**config.mk**
```make
export PLATFORM = sky130hd
export DESIGN_NAME = fpx_signaller
export DESIGN_NICKNAME = d
export VERILOG_FILES = /design/src/rtl/fpx_pkg.sv /design/src/rtl/fpx_flags.sv /design/src/rtl/fpx_gate.sv /design/src/rtl/fpx_errpin.sv /design/src/rtl/fpx_signaller.sv
export SDC_FILE = /design/constraint.sdc
export NUM_CORES = 1
export LEC_CHECK = 0
export CORE_MARGIN = 2
export CORE_UTILIZATION = 34
export CTS_CLUSTER_SIZE = 30
export DETAILED_ROUTE_END_ITERATION = 8
export GPL_TIMING_DRIVEN = 0
export HOLD_SLACK_MARGIN = 0.06
export PLACE_DENSITY = 0.82
export SLEW_MARGIN = 10
export SYNTH_ARGS = -nofsm -noshare
export SYNTH_HDL_FRONTEND = slang
export SYNTH_SLANG_ARGS = --single-unit
```
**constraint.sdc**
```tcl
create_clock -name clk_i -period 2.6 [get_ports clk_i]
set_clock_uncertainty 0.15 [all_clocks]
set_input_delay 0.52 -clock clk_i [delete_from_list [all_inputs] [get_ports clk_i]]
set_output_delay 0.52 -clock clk_i [all_outputs]
set_load 0.02 [all_outputs]
```
**src/rtl/fpx_pkg.sv**
```systemverilog
package fpx_pkg;
  localparam int unsigned CLS_W = 3;

  typedef enum logic [CLS_W-1:0] {
    CLS_NONE   = 3'd0,
    CLS_WFP    = 3'd1,
    CLS_NOWAIT = 3'd2,
    CLS_WAIT   = 3'd3,
    CLS_SIMD   = 3'd4,
    CLS_CLEAR  = 3'd5
  } ins_cls_e;

  function automatic logic cls_waits(input logic [CLS_W-1:0] c);
    return (c == CLS_WFP) || (c == CLS_WAIT) || (c == CLS_SIMD);
  endfunction
endpackage

```
**src/rtl/fpx_flags.sv**
```systemverilog
module fpx_flags #(
  parameter int unsigned NEXC = 6
) (
  input  logic            clk_i,
  input  logic            rst_ni,
  input  logic            det_valid_i,
  input  logic [NEXC-1:0] det_flags_i,
  input  logic [NEXC-1:0] mask_i,
  input  logic            clear_i,
  output logic [NEXC-1:0] flags_o,
  output logic            err_sum_o,
  output logic            pending_o
);
  logic [NEXC-1:0] flags_q, flags_d, det_m;
  logic            sum_q, sum_d;

  assign det_m = det_valid_i ? det_flags_i : '0;

  always_comb begin
    flags_d = clear_i ? '0 : flags_q;
    sum_d   = clear_i ? 1'b0 : sum_q;
    // report lands after the clear
    flags_d = flags_d | det_m;
    sum_d   = sum_d | (|(det_m & ~mask_i));
  end

  always_ff @(posedge clk_i or negedge rst_ni) begin
    if (!rst_ni) begin
      flags_q <= '0;
      sum_q   <= 1'b0;
    end else begin
      flags_q <= flags_d;
      sum_q   <= sum_d;
    end
  end

  assign flags_o   = flags_q;
  assign err_sum_o = sum_q;
  assign pending_o = |(flags_q & ~mask_i);
endmodule

```
**src/rtl/fpx_gate.sv**
```systemverilog
module fpx_gate
  import fpx_pkg::*;
#(
  parameter int unsigned VEC_W    = 8,
  parameter int unsigned TRAP_VEC = 16
) (
  input  logic             clk_i,
  input  logic             rst_ni,
  input  logic             native_i,
  input  logic             pending_i,
  input  logic             valid_i,
  input  logic [CLS_W-1:0] cls_i,
  input  logic             ack_i,
  input  logic             ignore_i,
  output logic             go_o,
  output logic             stall_o,
  output logic             clear_o,
  output logic             trap_req_o,
  output logic [VEC_W-1:0] trap_vec_o
);
  localparam logic [VEC_W-1:0] VEC = VEC_W'(TRAP_VEC);

  logic waits, blk_native, blk_legacy, sent_q;

  assign waits      = valid_i && cls_waits(cls_i) && pending_i;
  assign blk_native = native_i && waits;
  assign blk_legacy = !native_i && waits && !ignore_i && !ack_i;

  assign stall_o = blk_native || blk_legacy;
  assign go_o    = valid_i && !stall_o;
  assign clear_o = go_o && (cls_i == CLS_CLEAR);

  // one pulse per stall episode
  always_ff @(posedge clk_i or negedge rst_ni) begin
    if (!rst_ni) sent_q <= 1'b0;
    else         sent_q <= blk_native;
  end

  assign trap_req_o = blk_native && !sent_q;
  assign trap_vec_o = VEC;
endmodule

```
**src/rtl/fpx_errpin.sv**
```systemverilog
module fpx_errpin (
  input  logic clk_i,
  input  logic rst_ni,
  input  logic native_i,
  input  logic pending_i,
  output logic err_pin_o
);
  logic pin_q;

  always_ff @(posedge clk_i or negedge rst_ni) begin
    if (!rst_ni) pin_q <= 1'b0;
    else         pin_q <= !native_i && pending_i;
  end

  assign err_pin_o = pin_q;
endmodule

```
**src/rtl/fpx_signaller.sv**
```systemverilog
module fpx_signaller
  import fpx_pkg::*;
#(
  parameter int unsigned NEXC     = 6,
  parameter int unsigned VEC_W    = 8,
  parameter int unsigned TRAP_VEC = 16
) (
  input  logic             clk_i,
  input  logic             rst_ni,
  input  logic             native_mode_i,
  input  logic [NEXC-1:0]  mask_i,
  input  logic             det_valid_i,
  input  logic [NEXC-1:0]  det_flags_i,
  input  logic             ins_valid_i,
  input  logic [CLS_W-1:0] ins_class_i,
  input  logic             intr_ack_i,
  input  logic             ignore_err_i,
  output logic             ins_go_o,
  output logic             stall_o,
  output logic             trap_req_o,
  output logic [VEC_W-1:0] trap_vec_o,
  output logic             err_pin_o,
  output logic [NEXC-1:0]  flags_o,
  output logic             err_sum_o
);
  logic pending, clear;

  fpx_flags #(.NEXC(NEXC)) u_flags (
    .clk_i       (clk_i),
    .rst_ni      (rst_ni),
    .det_valid_i (det_valid_i),
    .det_flags_i (det_flags_i),
    .mask_i      (mask_i),
    .clear_i     (clear),
    .flags_o     (flags_o),
    .err_sum_o   (err_sum_o),
    .pending_o   (pending)
  );

  fpx_gate #(.VEC_W(VEC_W), .TRAP_VEC(TRAP_VEC)) u_gate (
    .clk_i      (clk_i),
    .rst_ni     (rst_ni),
    .native_i   (native_mode_i),
    .pending_i  (pending),
    .valid_i    (ins_valid_i),
    .cls_i      (ins_class_i),
    .ack_i      (intr_ack_i),
    .ignore_i   (ignore_err_i),
    .go_o       (ins_go_o),
    .stall_o    (stall_o),
    .clear_o    (clear),
    .trap_req_o (trap_req_o),
    .trap_vec_o (trap_vec_o)
  );

  fpx_errpin u_pin (
    .clk_i     (clk_i),
    .rst_ni    (rst_ni),
    .native_i  (native_mode_i),
    .pending_i (pending),
    .err_pin_o (err_pin_o)
  );
endmodule

```
# Word level (Yosys, flattened, before mapping)

Index checks and enable logic that the tools add are counted.

$add $sub $neg: 0
Multipliers: 0
Div/mod/pow operators: 0
Order comparisons: 0
Equal/unequal tests: 4
Shifts and indexed selects: 0
Muxes and demuxes: 3
Bitwise gates (word level): 5
Reduce and logical (&&, ||, !) cells: 20

Operator list:

| cell               | number |
|---|---|
| $and 6x6->6        | 2 |
| $mux 6             | 2 |
| $reduce_or 6->1    | 2 |
| $logic_and 1x1->1  | 10 |
| $eq 3x3->1 const B | 2 |
| $not 6->6          | 1 |
| $or 6x6->6         | 1 |
| $logic_not 1->1    | 5 |
| $eq 3x1->1 const B | 1 |
| $eq 3x2->1 const B | 1 |
| $logic_or 1x1->1   | 3 |
| $mux 1             | 1 |
| $or 1x1->1         | 1 |

Register bits after elaboration: 9
Bits in latches: 0
RAM bits: 0
Memory bits (read-only): 0
Output and inout bits: 19
Logic and storage cells: 36
Memories kept: 0

# Depth between registers and ports, before layout

Gate-level depths: netlist (run 1).

Depth after elaboration: 14
Gate-level depth with buffers: 4
Depth with buffers taken out: 4

# Modules after synthesis

From an unflattened synthesis (run 1), not the netlist that was laid out.

Cells, all modules: 64
Area total of the unflattened synthesis: 566.8 um2

By module, submodules not included:

| module     | instances | cells an instance | area each (um2) | seq. area each (um2) |
|---|---|---|---|---|
| fpx_flags  | 1         | 40                | 356.6           | 175.2 |
| fpx_gate   | 1         | 22                | 171.4           | 25.0 |
| fpx_errpin | 1         | 2                 | 38.8            | 25.0 |

# Least setup slack after synthesis (run 1)

No wires, ideal clock.

Path type: input to output
Start: in ins_class_i[1]
End: out stall_o
Data arrival time: 1369 ps
Slack: 561 ps
Stages: 4
Buffers on the path: 0
Cells stage by stage: nand2b_1 > mux2i_1 > nand2_1 > nor3_1

Word-level cells in the longest chain between the ends: 9
Elaborated cells on any way between the ends: 12
Classes of those cells: 3 x eq/ne; 9 x reduce/logical

Ends and longest elaborated chain:

| item                                            | RTL line            | RTL |
|---|---|---|
| start, declared                                 | fpx_signaller.sv:15 | `input logic [CLS_W-1:0] ins_class_i,` |
| $eq 3x1->1 / $eq 3x2->1 (equally long branches) | fpx_pkg.sv:14       | `return (c == CLS_WFP) \|\| (c == CLS_WAIT) \|\| (c == CLS_SIMD);` |
| $logic_or 1x1->1                                | fpx_pkg.sv:14       |  |
| $logic_or 1x1->1 *                              | fpx_pkg.sv:14       |  |
| $logic_and 1x1->1 * (2 in a row)                | fpx_gate.sv:25      | `assign waits = valid_i && cls_waits(cls_i) && pending_i;` |
| $logic_and 1x1->1 (3 in a row)                  | fpx_gate.sv:27      | `assign blk_legacy = !native_i && waits && !ignore_i && !ack_i;` |
| $logic_or 1x1->1 *                              | fpx_gate.sv:29      | `assign stall_o = blk_native \|\| blk_legacy;` |
| end, declared                                   | fpx_signaller.sv:19 | `output logic stall_o,` |

Every way passes the cells marked *; elsewhere a longest branch is shown, timed or not.

# Final worst setup path (run 1)

Start: in ins_class_i[0]
End: out ins_go_o

Word-level cells in the longest chain between the ends: 11
Elaborated cells on any way between the ends: 14
Classes of those cells: 3 x eq/ne; 11 x reduce/logical

Ends and longest elaborated chain:

| item                                            | RTL line            | RTL |
|---|---|---|
| $eq 3x1->1 / $eq 3x2->1 (equally long branches) | fpx_pkg.sv:14       |  |
| $logic_or 1x1->1                                | fpx_pkg.sv:14       |  |
| $logic_or 1x1->1 *                              | fpx_pkg.sv:14       |  |
| $logic_and 1x1->1 * (2 in a row)                | fpx_gate.sv:25      |  |
| $logic_and 1x1->1 (3 in a row)                  | fpx_gate.sv:27      |  |
| $logic_or 1x1->1 *                              | fpx_gate.sv:29      |  |
| $logic_not 1->1 *                               | fpx_gate.sv:30      | `assign go_o = valid_i && !stall_o;` |
| $logic_and 1x1->1 *                             | fpx_gate.sv:30      |  |
| end, declared                                   | fpx_signaller.sv:18 | `output logic ins_go_o,` |

Marked as above.

==> results by group, run 1 <==
Clock network
  • Hold buffer count at cts: 0
  • Clk buf depth: 2
  • Clk_lat worst skew: approximately 0.26 ns
  • Clock slew at reported path FFs: ~0.060 ns
  • Total CTS buffers: 3
  • Clock sink count: 9
  • H-tree depth: 1
  • CTS tree: yes
  • Root buffer cell: clkbuf_4

Floorplan
  • Die footprint: between 0.0015 and 0.002 mm2
  • IO Count: 41
  • DIE HEIGHT: about 43 um
  • Initial core utilization: 0.354
  • Die Width: around 43 um
  • Core area: ~0.0015 mm2
  • # rows: 14

Setup path
  • Slowest stage delay, CP: 0.50 ns
  • Crit end category: primary output
  • R2R setup slack: approximately 1.3 ns
  • WP data required: between 1.5 and 2 ns
  • Crit path launch type: input pin
  • Crit-path leading delay family: buffers and inverters
  • Crit-path cells: clkdlybuf4s50_1 -> mux2i_1 -> nand2_1 -> o31a_1 -> buf_2
  • CP Class: in2out
  • Worst path bufs/invs: 2
  • Crit path DAT: 1.81 ns
  • Critical-path top delay cell: clkdlybuf4s50_1
  • CP Max Fanout: 2

Timing
  • Final hold vios: 0
  • Slew Viols, Final: 0
  • Final critical-path required period: around 2.5 ns
  • Final setup viols: 0
  • Fin crit share: 0.953
  • Fmax: about 0.40 GHz
  • Setup TNS: 0 ns
  • RSZ-0062 raised after global routing: no

Routing
  • WL/cell: approximately 12 um
  • Via count: about 560
  • Post-route DRC: 0
  • Drt initial violations: 5
  • Final WL: ~1.4 mm
  • Antenna Nets Post-Route: 0
  • Via/cell ratio: approximately 4.8
  • First-pass detailed-route iteration total: 4

Place
  • Hpwl dp: about 1.1 mm
  • I/O Buffers: 32
  • Final RePlAce weighted congestion: about 0.71

Synthesis
  • Area leader, netlist: dfrtp_1
  • Synth Cell Area: 520 um2
  • Synthesis warning total: 0
  • Yosys cell types: 16
  • Sequential area share after synthesis: 0.433
  • Syn avg cell area: a little under 9 um2
  • Synth area leaders: dfrtp_1 (43%), buf_4 (12%), a22o_1 (10%), inv_1 (8.7%), o22ai_1 (7.2%)
  • Post-synth top area share: 0.433
  • FF+latch count, synth: 9
  • Synth Instances: 59

Global route
  • Global Route Usage Sum: 0.168
  • Vias in the first global route: between 500 and 600
  • First-pass GRT wire length: about 2.2 mm
  • Largest net degree at the start of global routing: 10
  • Initial antenna violation count: 0
  • Grt total ovfl: 0

Power and ir drop
  • Static leakage: approximately 0.00047 uW
  • Clk pwr share: 0.273
  • Sw power: 122 uW
  • VDD IR max: 0.000318 V
  • Comb power frac: 0.330
  • PwrDens: about 450 mW/mm2
  • Sequential share of power: 0.398
  • Internal cell power: ~280 uW
  • Sw frac: 0.301

Final layout
  • P&R area growth vs syn: 71.9%
  • # fillers: roughly 140
  • Post-route core utilization: 0.608
  • Ant diodes: 0
  • Layout cell share with drive strength beyond 1: 0.149
  • Nets: 124

Flow run
  • # Max-Cap Violations: 0

Min path
  • Worst hold path type: reg2reg

Status
  • Status: complete, no violations
==> power groups by stage <==
stage | Sequential [uW] | Clock [uW] | Combinational, uW
after floorplan | 175 | 0 | 50.5
after global placement | 162 | 0 | 133
after detailed placement | 163 | 0 | 135
after CTS | 161 | 111 | 134
after global routing | 162 | 120 | 143
final | 161 | 110 | 133
==> sequential cells by signal, summed over array words and instances, names as in the netlist <==
name               cells
u_flags.flags_o        6
u_gate.sent_q          1
u_flags.err_sum_o      1
u_pin.err_pin_o        1
==> tightest hold or removal path, cell delays in order (launching register included) <==
cell and delay [ns]:
dfrtp_1 0.34, nand2_1 0.06, nand2_1 0.06
==> worst paths after layout <==
check | end | cells after the start | from
max in group asynchronous | u_flags.flags_o[2]$_DFF_PN0_ | 1 | rst_ni
worst min register to register | u_flags.err_sum_o$_DFF_PN0_ | 2 | u_flags.err_sum_o$_DFF_PN0_
min in group asynchronous | u_flags.flags_o[5]$_DFF_PN0_ | 1 | rst_ni
worst max register to register | u_gate.sent_q$_DFF_PN0_ | 4 | u_flags.flags_o[0]$_DFF_PN0_
worst max-delay path | ins_go_o | 5 | ins_class_i[0]
worst min-delay path | u_flags.err_sum_o$_DFF_PN0_ | 2 | u_flags.err_sum_o$_DFF_PN0_
==> cells in the final DEF, fill, tap and decap left out <==
cell / instances
o31a_1: 1
nor3_1: 2
a22o_1: 6
dfrtp_1: 9
inv_1: 12
clkbuf_1: 1
nor2_1: 4
buf_4: 8
conb_1: 8
nand3_1: 1
buf_2: 1
clkdlybuf4s50_1: 29
o22ai_1: 6
nand2b_1: 1
mux2i_1: 1
clkbuf_2: 2
nor3_2: 1
nand2_1: 3
clkbuf_4: 3
nand4b_1: 1
o31ai_1: 1
==> final cells by class <==
cell class | instances | area (um2) | share of cell area
Tap cell | 16 | 20.0 | 0.0224
Timing Repair Buffer | 32 | 305 | 0.341
Inverter | 12 | 45.0 | 0.0503
Clock buffer | 4 | 26.3 | 0.0294
Sequential cell | 9 | 225 | 0.252
Multi-Input combinational cell | 36 | 213 | 0.238
Buffer | 8 | 60.1 | 0.0671
==> cells in the mapped netlist, drive strengths merged <==
cell type and number:
a22o 6, nand4b 1, nor2 4, o31ai 1, nand2 3, nor3 3
conb 2, o22ai 6, nand3 1, mux2i 1, buf 8, nand2b 1
inv 12, dfrtp 9, o31a 1
==> per-stage QoR <==
stage	hold WS, ns	total power, uW	cell area [um2]	worst slack [ns]	std cells
floorplan	0.0744	225	543	0.561	65
global placement	0.312	295	883	-0.269	113
detailed placement	0.325	298	883	-0.288	113
CTS	0.339	406	908	0.0212	117
global route	0.372	426	895	0.0252	117
finish	0.343	404	895	0.122	117
==> logic make-up after synthesis <==
| logic type | after synthesis | share of synthesized area |
|---|---|---|
| DFF | 9 | 0.433 |
| and+or+nand+nor | 13 | 0.127 |
| muxes | 1 | 0.0192 |
| buffers and inverters | 20 | 0.202 |
| other | 2 | 0.0144 |
| AOI/OAI and AO/OA | 14 | 0.204 |
==> routing by layer <==
metal  routed length (um)  track usage  up-vias
li1                     -            -      269
met1                  508        0.164      265
met2                  759        0.310       24
met3                  142       0.0596        4
met4                   25       0.0727        0
met5                    0            0        -
==> what timing repair did <==
| action | in CTS | in global routing |
|---|---|---|
| setup endpoints to repair | 3 | 3 |
| endpoints found under the hold margin | 0 | 0 |
| pin swaps | 1 | 1 |
| resized for setup | 5 | 7 |
| setup buffers | 0 | 0 |
No activity file was read; power rests on OpenSTA's default activity.
==> run 2, diff against run 1 <==
- CORE_MARGIN: 2 -> default
==> results by group, run 2 (synthesis results as in run 1) <==
Floorplan
  • DIE HEIGHT: 41.1 um (-4.6%)
  • Core area: 0.00137 mm2 (-7.1%)
  • Die footprint: 0.00169 mm2 (-9.1%)
  • IO Count: 41 (unchanged)
  • Die Width: 41.1 um (-4.6%)
  • Initial core utilization: 0.381 (+0.0272)
  • # rows: 13 (-1)

Clock network
  • CTS tree: yes
  • Clk buf depth: 2 (unchanged)
  • Clock sink count: 9 (unchanged)
  • Clock slew at reported path FFs: 0.06 ns (about the same)
  • Root buffer cell: clkbuf_4
  • Clk_lat worst skew: 0.25 ns (about the same)
  • Total CTS buffers: 3 (unchanged)
  • H-tree depth: 1 (unchanged)

Routing
  • Max layer used: met4
  • Drt initial violations: 3 (-2)
  • Final WL: 1.27 mm (-12%)
  • Via count: 553 (-1.6%)
  • Routed met2 length: 595 um (-22%)
  • Routed wl met3: 158 um (+11%)
  • WL/cell: 10.7 um (-13%)
  • WL met1: 501 um (-1.4%)
  • Antenna Nets Post-Route: 0 (unchanged)
  • Via/cell ratio: 4.69 (-2.4%)
  • Post-route DRC: 0 (unchanged)
  • First-pass detailed-route iteration total: 2 (-2)

Final layout
  • Ant diodes: 0 (unchanged)
  • Commonest non-fill, non-tap cell in the layout: clkdlybuf4s50_1
  • Post-route core utilization: 0.671 (+0.0633)
  • Layout cell share with drive strength beyond 1: 0.146 (-0.00288)
  • Nets: 126 (+1.6%)
  • Max FFs per register: 6 (unchanged)
  • Most frequent cells in the layout: clkdlybuf4s50_1 (29), inv_1 (12), buf_4 (10), dfrtp_1 (9), conb_1 (8)
  • P&R area growth vs syn: 76.2%

Power and ir drop
  • Static leakage: 0.000483 uW (+3.0%)
  • VDD IR max: 0.000228 V (-28%)
  • PwrDens: 434 mW/mm2 (-3.8%)

Timing
  • Slew Viols, Final: 0 (unchanged)
  • Final critical-path required period: 2.56 ns (+0.0848 ns)
  • Fin crit share: 0.986 (+0.0326)
  • Fmax: 0.390 GHz (-3.3%)
  • RSZ-0062 raised after global routing: yes
  • Final setup viols: 0 (unchanged)
  • Final hold vios: 0 (unchanged)
  • Setup TNS: 0 ns (unchanged)

Global route
  • Global Route Usage Sum: 0.167 (-0.00127)
  • First-pass GRT wire length: 1.76 mm (-22%)
  • Grt total ovfl: 0 (unchanged)
  • Vias in the first global route: 479 (-14%)
  • Initial antenna violation count: 0 (unchanged)
  • Largest net degree at the start of global routing: 10 (unchanged)

Setup path
  • Worst r2r src: u_flags.flags_o[3]$_DFF_PN0_
  • Crit path from: mask_i[1]
  • Crit path launch type: input pin
  • Crit path DAT: 1.89 ns (+0.08 ns)
  • Crit end category: primary output
  • WP data required: 1.93 ns (about the same)
  • CP Class: in2out
  • CP Max Fanout: 3 (+1)

Flow run
  • # Max-Cap Violations: 0 (unchanged)

Status
  • Status: complete, no violations

Place
  • Hpwl dp: 1.03 mm (-10%)
  • I/O Buffers: 32 (unchanged)
  • Final RePlAce weighted congestion: 0.633 (-11%)

Min path
  • Min-delay src: u_flags.err_sum_o$_DFF_PN0_
  • Worst hold path type: reg2reg
## run 2: cell types whose count changed in the layout (fill, tap and decap cells not counted)
cell / previous run / this run
buf_2: 1 / 0
buf_4: 8 / 10
clkdlybuf4s15_1: 0 / 1
dlygate4sd2_1: 0 / 1
clkbuf_2: 2 / 1
## run 2: per-stage QoR
stage	cells	hold WS (ns)	setup WS, ns	power [uW]	instance area (um2)
CTS	117	0.332	0.00138	404	913
floorplan	65	0.0744	0.561	225	543
finish	118	0.329	0.0375	398	917
global placement	112	0.312	-0.275	296	882
detailed placement	112	0.316	-0.287	297	882
global route	118	0.357	-0.0414	428	917
## run 2: where the power goes
group | switching (uW) | leakage [uW] | internal (uW)
Clock | 45.4 | 0.0000150 | 58.9
Sequential | 7.76 | 0.0000933 | 151
Combinational | 61.0 | 0.000375 | 73.8
## run 2: what timing repair did
| item | in CTS | in global routing |
|---|---|---|
| pin swaps | 1 | 1 |
| setup endpoints to repair | 3 | 3 |
| hold buffers | 0 | 0 |
| setup buffers | 1 | 1 |
| resized for setup | 4 | 2 |
| cloned | 0 | 0 |
## run 2: worst paths after layout
check | cells past startpoint | slack, ns | endpoint
max | 6 | 0.04 | stall_o
min in group asynchronous | 1 | 0.42 | u_flags.flags_o[5]$_DFF_PN0_
max in group asynchronous | 1 | 1.59 | u_flags.flags_o[4]$_DFF_PN0_
min reg2reg | 2 | 0.33 | u_flags.err_sum_o$_DFF_PN0_
min | 2 | 0.33 | u_flags.err_sum_o$_DFF_PN0_
max reg2reg | 5 | 1.36 | u_gate.sent_q$_DFF_PN0_
## run 2: worst max-delay path: stages
cell	delay, ns
clkdlybuf4s50_1	0.44
o22ai_1	0.19
nor3_2	0.09
buf_4	0.14
nor3_1	0.16
dlygate4sd2_1	0.35
## run 2: area by class of cell
type | instances | area, um2
plain buffers | 8 | 60.1
well taps | 15 | 18.8
repair buffers | 34 | 329
inverters | 12 | 45.0
fillers | 116 | 449
clock buffers | 4 | 26.3
flip-flops and latches | 9 | 225
multi-input cells | 36 | 213
## run 2: per-layer routing
metal	track usage	up-vias
li1	-	272
met3	0.0598	2
met4	0.121	0
met1	0.151	251
met2	0.301	28
met5	0	-
==> run 3, diff against run 2 <==
- CAP_MARGIN: default -> 20
- GPL_TIMING_DRIVEN: 0 -> default
==> results by group, run 3 (synthesis results as in run 1) <==
Clock network
  • Total CTS buffers: 3 (unchanged)
  • H-tree depth: 1 (unchanged)
  • CTS tree: yes
  • Clk buf depth: 2 (unchanged)
  • Hold buffer count at cts: 0 (unchanged)
  • Post-CTS setup buffers: 0 (-1)
  • Clock slew at reported path FFs: 0.07 ns (about the same)
  • Clock sink count: 9 (unchanged)
  • Root buffer cell: clkbuf_4
  • Clk_lat worst skew: 0.26 ns (about the same)

Floorplan
  • Core area: 0.00137 mm2 (unchanged)
  • # rows: 13 (unchanged)
  • Die footprint: 0.00169 mm2 (unchanged)
  • DIE HEIGHT: 41.1 um (unchanged)
  • Die Width: 41.1 um (unchanged)
  • Initial core utilization: 0.381 (unchanged)
  • IO Count: 41 (unchanged)

Setup path
  • CP Class: in2out
  • Crit path launch type: input pin
  • Crit path from: ins_class_i[2]
  • Slowest stage delay, CP: 0.50 ns (+0.06 ns)
  • Worst r2r src: u_flags.flags_o[0]$_DFF_PN0_
  • CP Max Fanout: 3 (unchanged)
  • Crit path DAT: 1.84 ns (-0.05 ns)
  • Crit end category: primary output
  • Critical-path top delay cell: clkdlybuf4s50_1
  • WP data required: 1.93 ns (about the same)
  • Worst path bufs/invs: 2 (-1)
  • Crit-path leading delay family: buffers and inverters
  • Crit-path cells: clkdlybuf4s50_1 -> nand2b_1 -> mux2i_1 -> nand2_1 -> nor3_1 -> dlygate4sd2_1

Final layout
  • Commonest non-fill, non-tap cell in the layout: clkdlybuf4s50_1
  • Ant diodes: 0 (unchanged)
  • Post-route core utilization: 0.623 (-0.0485)
  • P&R area growth vs syn: 63.5%
  • # fillers: 125 (+7.8%)
  • Nets: 117 (-7.1%)
  • Fin cells: 109 (-7.6%)
  • Most frequent cells in the layout: clkdlybuf4s50_1 (29), inv_1 (12), dfrtp_1 (9), conb_1 (8)
  • Layout cell share with drive strength beyond 1: 0.0745 (-0.0712)
  • Max FFs per register: 6 (unchanged)

Global route
  • Vias in the first global route: 460 (-4.0%)
  • Global Route Usage Sum: 0.171 (+0.00413)
  • Initial antenna violation count: 0 (unchanged)
  • First-pass GRT wire length: 1.84 mm (+4.3%)
  • Largest net degree at the start of global routing: 10 (unchanged)
  • Grt total ovfl: 0 (unchanged)

Routing
  • WL/cell: 11.9 um (+11%)
  • Post-route DRC: 0 (unchanged)
  • First-pass detailed-route iteration total: 2 (unchanged)
  • Drt initial violations: 4 (+1)
  • Final WL: 1.29 mm (+2.1%)
  • Via/cell ratio: 4.73 (+1.0%)
  • Via count: 516 (-6.7%)
  • Antenna Nets Post-Route: 0 (unchanged)

Min path
  • Min-delay src: u_flags.err_sum_o$_DFF_PN0_
  • Worst hold path type: reg2reg

Power and ir drop
  • Static leakage: 0.000438 uW (-9.3%)
  • Sequential share of power: 0.403 (+0.003)
  • Clk pwr share: 0.282 (+0.020)
  • PwrDens: 466 mW/mm2 (+7.2%)
  • Design Power: 396 uW (-0.55%)
  • VDD IR max: 0.000231 V (+1.6%)
  • Sw frac: 0.310 (+0.0236)
  • Comb power frac: 0.315 (-0.023)
  • Internal cell power: 273 uW (-3.8%)
  • Sw power: 123 uW (+7.6%)

Place
  • Pre-CTS setup slack: -0.252 ns (+0.0358 ns)
  • Hpwl dp: 1.02 mm (-0.79%)
  • I/O Buffers: 32 (unchanged)
  • Final RePlAce weighted congestion: 0.629 (-0.60%)
  • Inst Count DP: 105 (-6.3%)

Timing
  • Slew Viols, Final: 0 (unchanged)
  • Final hold vios: 0 (unchanged)
  • Final critical-path required period: 2.51 ns (-0.0502 ns)
  • Fmax: 0.398 GHz (+2.0%)
  • Setup ws final: 0.0877 ns (+0.0502 ns)
  • RSZ-0062 raised after global routing: yes
  • Final setup viols: 0 (unchanged)
  • Setup TNS: 0 ns (unchanged)
  • Fin crit share: 0.966 (-0.0193)

Flow run
  • # Max-Cap Violations: 0 (unchanged)

Status
  • Status: complete, no violations
run 3: per-layer routing:
metal / vias up / GRT usage / wire length (um)
met1: 228 / 0.163 / 517
met2: 32 / 0.324 / 632
li1: 256 / - / -
met3: 0 / 0.0761 / 143
met4: 0 / 0.0484 / 0
met5: - / 0 / 0
run 3: per-stage QoR:
step | hold WS [ns] | area (um2)
2_1_floorplan | 0.0744 | 543
3_3_place_gp | 0.312 | 830
3_5_place_dp | 0.313 | 830
4_1_cts | 0.330 | 855
5_1_grt | 0.366 | 851
6_report | 0.332 | 851
run 3: repair_timing:
| item | CTS | global route |
|---|---|---|
| gates cloned | 0 | 0 |
| setup endpoints to repair | 3 | 2 |
| pin swaps | 1 | 0 |
| gates resized for setup | 4 | 2 |
run 3: worst min-delay path, cell delays in order, from the launching register on:
cell and delay (ns):
dfrtp_1 0.34, nand2_1 0.05, nand2_1 0.06
run 3: cell type report:
| class | count | area [um2] | area share |
|---|---|---|---|
| clock buffers | 3 | 22.5 | 0.0265 |
| inverters | 12 | 45.0 | 0.0529 |
| flip-flops and latches | 9 | 225 | 0.265 |
| repair buffers | 33 | 322 | 0.378 |
| well taps | 15 | 18.8 | 0.0221 |
| multi-input cells | 36 | 213 | 0.250 |
| clock inverters | 1 | 5.00 | 0.00588 |
run 3: final timing paths:
| path | to | slack [ns] | depth (start not counted) |
|---|---|---|---|
| worst min-delay path | u_flags.err_sum_o$_DFF_PN0_ | 0.33 | 2 |
| min in group asynchronous | u_flags.flags_o[5]$_DFF_PN0_ | 0.40 | 1 |
| worst max register to register | u_pin.err_pin_o$_DFF_PN0_ | 1.30 | 5 |
| worst max-delay path | stall_o | 0.09 | 6 |
| worst min register to register | u_flags.err_sum_o$_DFF_PN0_ | 0.33 | 2 |
| max in group asynchronous | u_flags.flags_o[3]$_DFF_PN0_ | 1.62 | 1 |
run 3: power by group through the flow:
stage | clock network, uW | registers, uW | logic, uW
finish | 112 | 160 | 125
global route | 127 | 161 | 135
floorplan | 0 | 175 | 50.5
detailed placement | 0 | 162 | 127
global placement | 0 | 161 | 126
CTS | 117 | 159 | 126
